<file path="src/rtl/mtrap_pkg.sv">
package mtrap_pkg;
    localparam logic [1:0] PRIV_USER    = 2'b00;
    localparam logic [1:0] PRIV_MACHINE = 2'b11;

    localparam int unsigned NUM_SRC   = 3;
    localparam int unsigned CODE_W    = 4;

    localparam logic [CODE_W-1:0] CODE_SOFT  = 4'd3;
    localparam logic [CODE_W-1:0] CODE_TIMER = 4'd7;
    localparam logic [CODE_W-1:0] CODE_EXT   = 4'd11;

    localparam int unsigned SRC_SOFT  = 0;
    localparam int unsigned SRC_TIMER = 1;
    localparam int unsigned SRC_EXT   = 2;

    localparam int unsigned ST_GIE_BIT  = 3;
    localparam int unsigned ST_PGIE_BIT = 7;
    localparam int unsigned ST_PPRV_LO  = 11;

    localparam logic [1:0] VMODE_VECTORED = 2'b01;

    function automatic logic [1:0] legal_priv(input logic [1:0] req, input bit has_user);
        if (!has_user)             return PRIV_MACHINE;
        else if (req == PRIV_MACHINE) return PRIV_MACHINE;
        else                       return PRIV_USER;
    endfunction
endpackage

</file>
<file path="src/rtl/mtrap_irq_sel.sv">
module mtrap_irq_sel
    import mtrap_pkg::*;
(
    input  logic [NUM_SRC-1:0] pend_i,
    input  logic [NUM_SRC-1:0] en_i,
    input  logic               gie_i,
    output logic               req_o,
    output logic [CODE_W-1:0]  code_o
);
    logic [NUM_SRC-1:0] live;

    always_comb begin
        live   = pend_i & en_i;
        req_o  = gie_i && (live != '0);
        code_o = '0;
        if (live[SRC_EXT])        code_o = CODE_EXT;
        else if (live[SRC_SOFT])  code_o = CODE_SOFT;
        else if (live[SRC_TIMER]) code_o = CODE_TIMER;
    end
endmodule

</file>
<file path="src/rtl/mtrap_vec_calc.sv">
module mtrap_vec_calc
    import mtrap_pkg::*;
#(
    parameter int unsigned XLEN = 32
) (
    input  logic [XLEN-1:0]   tvec_i,
    input  logic [CODE_W-1:0] code_i,
    output logic [XLEN-1:0]   target_o
);
    localparam int unsigned PAD_W = XLEN - CODE_W - 2;

    logic [XLEN-1:0] base;
    logic [XLEN-1:0] offset;

    always_comb begin
        base   = {tvec_i[XLEN-1:2], 2'b00};
        offset = {{PAD_W{1'b0}}, code_i, 2'b00};
        if (tvec_i[1:0] == VMODE_VECTORED) target_o = base + offset;
        else                               target_o = base;
    end
endmodule

</file>
<file path="src/rtl/mtrap_state.sv">
module mtrap_state
    import mtrap_pkg::*;
#(
    parameter int unsigned XLEN       = 32,
    parameter bit          HAS_USER   = 1'b1,
    parameter logic [XLEN-1:0] TVEC_RST = '0
) (
    input  logic              clk,
    input  logic              rst_n,
    input  logic              take_i,
    input  logic [CODE_W-1:0] code_i,
    input  logic              mret_i,
    input  logic [XLEN-1:0]   pc_i,
    input  logic [1:0]        cur_priv,
    input  logic              st_we,
    input  logic [XLEN-1:0]   st_wdata,
    input  logic              tvec_we,
    input  logic [XLEN-1:0]   tvec_wdata,
    input  logic              epc_we,
    input  logic [XLEN-1:0]   epc_wdata,
    output logic              gie_o,
    output logic              pgie_o,
    output logic [1:0]        pprv_o,
    output logic [XLEN-1:0]   tvec_o,
    output logic [XLEN-1:0]   epc_o,
    output logic [XLEN-1:0]   cause_o
);
    localparam int unsigned CPAD_W = XLEN - 1 - CODE_W;
    localparam logic [1:0]  LOWEST = HAS_USER ? PRIV_USER : PRIV_MACHINE;

    typedef struct packed {
        logic            gie;
        logic            pgie;
        logic [1:0]      pprv;
        logic [XLEN-1:0] tvec;
        logic [XLEN-1:0] epc;
        logic [XLEN-1:0] cause;
    } trap_state_t;

    trap_state_t st_d, st_q;

    always_comb begin
        st_d = st_q;
        if (mret_i) begin
            st_d.gie  = st_q.pgie;
            st_d.pgie = 1'b1;
            st_d.pprv = LOWEST;
        end else if (take_i) begin
            st_d.pgie  = st_q.gie;
            st_d.gie   = 1'b0;
            st_d.pprv  = legal_priv(cur_priv, HAS_USER);
            st_d.cause = {1'b1, {CPAD_W{1'b0}}, code_i};
        end else if (st_we) begin
            st_d.gie  = st_wdata[ST_GIE_BIT];
            st_d.pgie = st_wdata[ST_PGIE_BIT];
            st_d.pprv = legal_priv(st_wdata[ST_PPRV_LO +: 2], HAS_USER);
        end
        if (tvec_we) st_d.tvec = tvec_wdata;
        if (take_i && !mret_i)  st_d.epc = {pc_i[XLEN-1:2], 2'b00};
        else if (epc_we)        st_d.epc = {epc_wdata[XLEN-1:2], 2'b00};
    end

    always_ff @(posedge clk or negedge rst_n) begin
        if (!rst_n) begin
            st_q.gie   <= 1'b0;
            st_q.pgie  <= 1'b0;
            st_q.pprv  <= PRIV_MACHINE;
            st_q.tvec  <= TVEC_RST;
            st_q.epc   <= '0;
            st_q.cause <= '0;
        end else begin
            st_q <= st_d;
        end
    end

    assign gie_o   = st_q.gie;
    assign pgie_o  = st_q.pgie;
    assign pprv_o  = st_q.pprv;
    assign tvec_o  = st_q.tvec;
    assign epc_o   = st_q.epc;
    assign cause_o = st_q.cause;
endmodule

</file>
<file path="src/rtl/mtrap_ctrl.sv">
module mtrap_ctrl
    import mtrap_pkg::*;
#(
    parameter int unsigned XLEN     = 32,
    parameter bit          HAS_USER = 1'b1,
    parameter logic [XLEN-1:0] TVEC_RST = '0
) (
    input  logic            clk,
    input  logic            rst_n,
    input  logic [2:0]      irq_pend,
    input  logic [2:0]      irq_en,
    input  logic [XLEN-1:0] pc_i,
    input  logic [1:0]      cur_priv,
    input  logic            mret_i,
    input  logic            st_we,
    input  logic [XLEN-1:0] st_wdata,
    input  logic            tvec_we,
    input  logic [XLEN-1:0] tvec_wdata,
    input  logic            epc_we,
    input  logic [XLEN-1:0] epc_wdata,
    output logic            take_trap,
    output logic            redir_valid,
    output logic [XLEN-1:0] redir_pc,
    output logic [1:0]      new_priv,
    output logic [XLEN-1:0] cause_o
);
    logic              gie_q, pgie_q;
    logic [1:0]        pprv_q;
    logic [XLEN-1:0]   tvec_q, epc_q;
    logic              irq_req;
    logic [CODE_W-1:0] irq_code;
    logic [XLEN-1:0]   vec_target;

    mtrap_irq_sel u_sel (
        .pend_i (irq_pend),
        .en_i   (irq_en),
        .gie_i  (gie_q),
        .req_o  (irq_req),
        .code_o (irq_code)
    );

    mtrap_vec_calc #(.XLEN(XLEN)) u_vec (
        .tvec_i   (tvec_q),
        .code_i   (irq_code),
        .target_o (vec_target)
    );

    always_comb begin
        take_trap   = irq_req && !mret_i;
        redir_valid = take_trap || mret_i;
        redir_pc    = '0;
        new_priv    = cur_priv;
        if (mret_i) begin
            redir_pc = epc_q;
            new_priv = pprv_q;
        end else if (take_trap) begin
            redir_pc = vec_target;
            new_priv = PRIV_MACHINE;
        end
    end

    mtrap_state #(.XLEN(XLEN), .HAS_USER(HAS_USER), .TVEC_RST(TVEC_RST)) u_state (
        .clk        (clk),
        .rst_n      (rst_n),
        .take_i     (take_trap),
        .code_i     (irq_code),
        .mret_i     (mret_i),
        .pc_i       (pc_i),
        .cur_priv   (cur_priv),
        .st_we      (st_we),
        .st_wdata   (st_wdata),
        .tvec_we    (tvec_we),
        .tvec_wdata (tvec_wdata),
        .epc_we     (epc_we),
        .epc_wdata  (epc_wdata),
        .gie_o      (gie_q),
        .pgie_o     (pgie_q),
        .pprv_o     (pprv_q),
        .tvec_o     (tvec_q),
        .epc_o      (epc_q),
        .cause_o    (cause_o)
    );
endmodule

</file>
<file path="config.mk">
export PLATFORM = sky130hd
export DESIGN_NAME = mtrap_ctrl
export DESIGN_NICKNAME = d
export VERILOG_FILES = /design/src/rtl/mtrap_pkg.sv /design/src/rtl/mtrap_irq_sel.sv /design/src/rtl/mtrap_vec_calc.sv /design/src/rtl/mtrap_state.sv /design/src/rtl/mtrap_ctrl.sv
export SDC_FILE = /design/constraint.sdc
export NUM_CORES = 1
export LEC_CHECK = 0
export BUFFER_PORTS_ARGS = -buffer_cell sky130_fd_sc_hd__buf_2
export CAP_MARGIN = 20
export CORE_MARGIN = 2
export CORE_UTILIZATION = 47
export CTS_CLUSTER_SIZE = 12
export DETAILED_ROUTE_END_ITERATION = 8
export PLACE_DENSITY = 0.81
export REMOVE_ABC_BUFFERS = 1
export SLEW_MARGIN = 10
export SYNTH_ARGS = -nofsm -noshare
export SYNTH_HDL_FRONTEND = slang
export SYNTH_HIERARCHICAL = 1
export SYNTH_SLANG_ARGS = --single-unit
</file>
<file path="constraint.sdc">
create_clock -name clk -period 5 [get_ports clk]
set_input_delay 0.5 -clock clk [delete_from_list [all_inputs] [get_ports clk]]
set_output_delay 0.5 -clock clk [all_outputs]
set_load 0.01 [all_outputs]
</file>
# --- After elaboration in Yosys (flattened, before gate mapping) ---
# Index checks and enable logic that the tools add are counted.
# Widths: inputs -> output; s select.
totals:
  regBits: 73
  wordCells: 36
  input_bits: 142
  out_inout_bits: 68
classes:
  n_addsub: 1
  n_mux: 15
  reduce_logical: 9
  n_eq_ne: 3
  n_bitwise: 2
op_table:
  columns: ["cell", "n"]
  rows:
  - ["$mux 32", 5]
  - ["$add 32x6->32", 1]
  - ["$mux 4", 5]
  - ["$mux 2", 4]
  - ["$reduce_bool 3->1", 2]
  - ["$eq 2x2->1 const B", 2]
  - ["$and 3x3->3", 1]
  - ["$logic_and 1x1->1", 3]
  - ["$mux 3", 1]
  - ["$eq 2x1->1 const B", 1]
  - ["$reduce_and 2->1", 1]
  - ["$reduce_bool 2->1", 1]
  - ["$logic_not 1->1", 1]
  - ["$logic_or 1x1->1", 1]
  - ["$not 1->1", 1]

# --- Depth between registers and ports, before layout ---
depth:
  word_depth: 8
  depth_mapped: 10
  ltp_nobuf: 9

# --- By module ---
# The synthesis kept the hierarchy.
by_module_without_submodules:
  columns: ["mod", "seq_area_each_um2", "area_each_um2", "cells_per_inst", "instances"]
  rows:
  - ["mtrap_state", 1752.9, 3389.5, 220, 1]
  - ["mtrap_vec_calc", 0.0, 809.5, 108, 1]
  - ["mtrap_ctrl", 0.0, 420.4, 48, 1]
  - ["mtrap_irq_sel", 0.0, 48.8, 7, 1]

# --- Worst setup path before layout ---
# No wires, ideal clock.
synth_timing:
  kind: "in2out"
  startpoint: "in irq_pend[2]"
  endpoint: "out redir_pc[20]"
  setup_slack_ps: 2101
  path_buffers: 0
  t_required_ps: 4500
  t_arrival_ps: 2399
  stages: 9
  path_cell_list: "a22oi_2 > nand2_1 > ha_1 > fa_1 > and3_1 > o21ai_1 > nor4_1 > xor2_1 > a22o_1"
synth_via:
  elab_chain_cells: 6
  word_cells_on_any_way: 9
  cone_classes: "1 x add/sub; 4 x mux; 1 x bitwise; 3 x reduce/logical"
synth_lines:
  columns: ["item", "line", "rtl"]
  rows:
  - ["start: declaration", "mtrap_ctrl.sv:10", "input logic [2:0] irq_pend,"]
  - ["$and 3x3->3", "mtrap_irq_sel.sv:13", "live = pend_i & en_i;"]
  - ["$mux 4", "mtrap_irq_sel.sv:16", "if (live[SRC_EXT]) code_o = CODE_EXT;"]
  - ["via irq_code[0]", "mtrap_ctrl.sv:31", "logic [CODE_W-1:0] irq_code;"]
  - ["$add 32x6->32", "mtrap_vec_calc.sv:18", "if (tvec_i[1:0] == VMODE_VECTORED) target_o = base + offset;"]
  - ["$mux 32", "mtrap_vec_calc.sv:18", null]
  - ["via vec_target[20]", "mtrap_ctrl.sv:32", "logic [XLEN-1:0] vec_target;"]
  - ["$mux 32", "mtrap_ctrl.sv:56", "end else if (take_trap) begin"]
  - ["$mux 32", "mtrap_ctrl.sv:53", "if (mret_i) begin"]
  - ["end: declaration", "mtrap_ctrl.sv:23", "output logic [XLEN-1:0] redir_pc,"]
# The timed path passes the listed nets, and every way through them passes these cells.

# --- Worst setup path in the final report ---
layout_timing:
  startpoint: "in irq_pend[2]"
  endpoint: "out redir_pc[11]"
# Same word-level chain as after synthesis.

==> results.cfg <==
[sta]
layout_setup_ws_ns = 1.437
hold_viol = 0
relSlewSlack_pct = 33.30
clock_skew_ns = 0.005188
worst_pin_slew_ns = 1.000
timing.final.setup_violations = 0
period_share_pct = 71.25
rsz0062_at_grt = no
finalCriticalPeriod_ns = 3.563
max_freq_mhz = 280.7
slew_violations = 0
setup_tns_ns = 0

[synth]
yosys_warnings = 6
synth_cells = 383
synth_flop_cell = dfrtp_1
async_flop_share_pct = 100.0
synth-seq-area-share_pct = 37.55
syn_avg_cell_area_um2 = 12.19
netlist-cell-type-count = 52
syn_area_mm2 = 0.004668
ys_seq_elements = 70
synth_edf_count = 0

[floorplanning]
fp.dieW_um = 103.7
die-area_mm2 = 0.01075
die_y_um = 103.7
pin_count = 210
rows = 36
core_mm2 = 0.009729
initial_core_util_pct = 47.98

[routing]
drt-vias-per-instance = 5.277
drt-pass1-iter-count = 4
drt_iter0_drc = 123
wire_per_inst_um = 16.33
wl_um = 10680
vias = 3451
drc = 0
ant_nets = 0

[power_and_ir_drop]
p_total_mw = 1.519
power.density_mw_per_mm2 = 281.0
irDropWorstVdd_mv = 0.1571
power_leakage_nw = 2.685

[grt]
grt_pass1_wl_um = 17480
grt_overflow = 0
grt_pass1_vias = 3485
antenna_found_initial = 0
grt_usage_pct = 20.21
grt_max_degree = 71

[critical_path]
cpMostUsedCell = buf_2
cp.arrival_ns = 3.06
crit_type = in2out
worst-path-max-fanout = 13
crit_slowest_cell = a21oi_2
critical-path-top-delay-family = compound AO/OA/AOI/OAI gates
cp_cell_sequence = buf_2 > a22oi_2 > nand2_1 > ha_1 > a211o_1 > a21oi_2 > nor4b_1 > xor2_1 > a22o_1 > buf_2
cp_num_buf_inv = 2
cpPeakStageDelay_ns = 0.79
start_kind = primary input
required_ns = 4.50
endpoint_kind = output port

[clocking]
cts_setup_buffers = 0
path_clk_slew_ns = 0.07
cts_made_buffers = 9
clockRootBuffer = clkbuf_8
holdBufCountCts = 0
cts_resized = 0
cts_sinks = 70
cts_max_path_buffers = 2
h-tree-depth = 3
cts_tree = done
clk_latency_ns = 0.33

[job]
drv_cap = 0

[final_layout]
drive_gt1_share_pct = 52.40
final_common_cell = buf_2
final_util_pct = 55.54
postLayoutCellArea_mm2 = 0.005404
areaGrowthSynthToFinish_pct = 15.76
diodes = 0
final_cell_mix = buf_2 (147), dfrtp_1 (69), mux2_2 (58)
nNetsFinal = 663

[placement]
port-buffer-count = 148
dpl_cell_area_mm2 = 0.005233
pre_cts_ws_ns = 1.427
place_hpwl_um = 7343
place.gp.congestion = 0.8000

[outcome]
status = completed

[min_path]
hold_class = in2async
==> cells by family (layout without fill, tap and decap cells) <==
group	Yosys count	count (layout)	synth area share, %
other	2	31	0.1609
XOR/XNOR	28	28	5.253
buffers and inverters	59	168	10.27
AND/OR/NAND/NOR	70	70	9.542
adder cells (fa/ha/maj)	5	5	1.501
multiplexers	100	100	27.15
AO/OA/AOI/OAI	49	49	8.577
flip-flops	70	70	37.55
==> synth_stat cells (2+ instances only) <==
master / instances / area, um^2
dfrtp_1: 69 / 1727
buf_2: 4 / 20.02
a22o_1: 33 / 289.0
a21boi_0: 2 / 15.01
clkbuf_1: 2 / 7.510
nand3_1: 7 / 35.03
mux2_2: 58 / 653.1
buf_4: 37 / 277.8
mux2_1: 3 / 33.78
conb_1: 2 / 7.510
xor2_1: 25 / 219.0
inv_1: 3 / 11.26
nor2_1: 11 / 41.29
o21ai_0: 4 / 20.02
xnor2_1: 3 / 26.28
nand2b_1: 4 / 25.02
and4_1: 4 / 35.03
buf_8: 2 / 30.03
a21o_1: 2 / 15.01
mux2_4: 38 / 570.6
nor4_1: 7 / 43.79
nor3_1: 4 / 20.02
nor4b_2: 2 / 30.03
nand2_1: 15 / 56.30
buf_6: 10 / 112.6
ha_1: 4 / 50.05
nor4_2: 2 / 25.02
a21oi_1: 2 / 10.01
==> layer usage <==
layer / vias up / track usage [%] / wire length (um)
met5: - / 0 / 0
met4: 0 / 7.143 / 140
met3: 14 / 4.154 / 672
met2: 151 / 33.96 / 5171
met1: 1685 / 25.91 / 4696
li1: 1601 / - / -
==> final cells by class <==
cell class | instances | area (um^2)
Clock buffer | 15 | 166.4
Fill cell | 859 | 4325
Timing Repair Buffer | 149 | 750.7
Inverter | 3 | 11.26
Tap cell | 133 | 166.4
Sequential cell | 70 | 1753
Clock inverter | 1 | 5.005
Multi-Input combinational cell | 283 | 2551
==> sequential cells by signal, indices dropped and copies added (netlist names) <==
register	cells
u_state/pprv_o	1
u_state/epc_o	30
u_state/pgie_o	1
u_state/cause_o	5
u_state/gie_o	1
u_state/tvec_o	32
==> per-stage QoR <==
stage	cells	hold WS, ns
floorplan	356	0.2044
global placement	638	0.4456
detailed placement	638	0.4592
CTS	654	0.3158
global route	654	0.3493
finish	654	0.2521
==> where the power goes <==
part / leakage (nW) / switching [mW] / internal (mW)
combinational: 1.78 / 0.186 / 0.228
clock: 0.0877 / 0.205 / 0.208
sequential: 0.814 / 0.0547 / 0.637
==> final timing paths <==
kind                                                   end  depth (start not counted)  slack [ns]                       startpoint
min in group clk             u_state/epc_o[10]$_DFFE_PN0P_                          2        0.39                         pc_i[10]
max                                           redir_pc[11]                         10        1.44                      irq_pend[2]
max in group asynchronous   u_state/tvec_o[23]$_DFFE_PN0P_                          1        4.09                            rst_n
min reg2reg                u_state/cause_o[31]$_DFFE_PN0P_                          1        0.48  u_state/cause_o[31]$_DFFE_PN0P_
min                           u_state/epc_o[8]$_DFFE_PN0P_                          1        0.25                            rst_n
max reg2reg                   u_state/epc_o[9]$_DFFE_PN0P_                          5        1.79        u_state/gie_o$_DFFE_PN0P_
(Power assumes the default switching activity.)
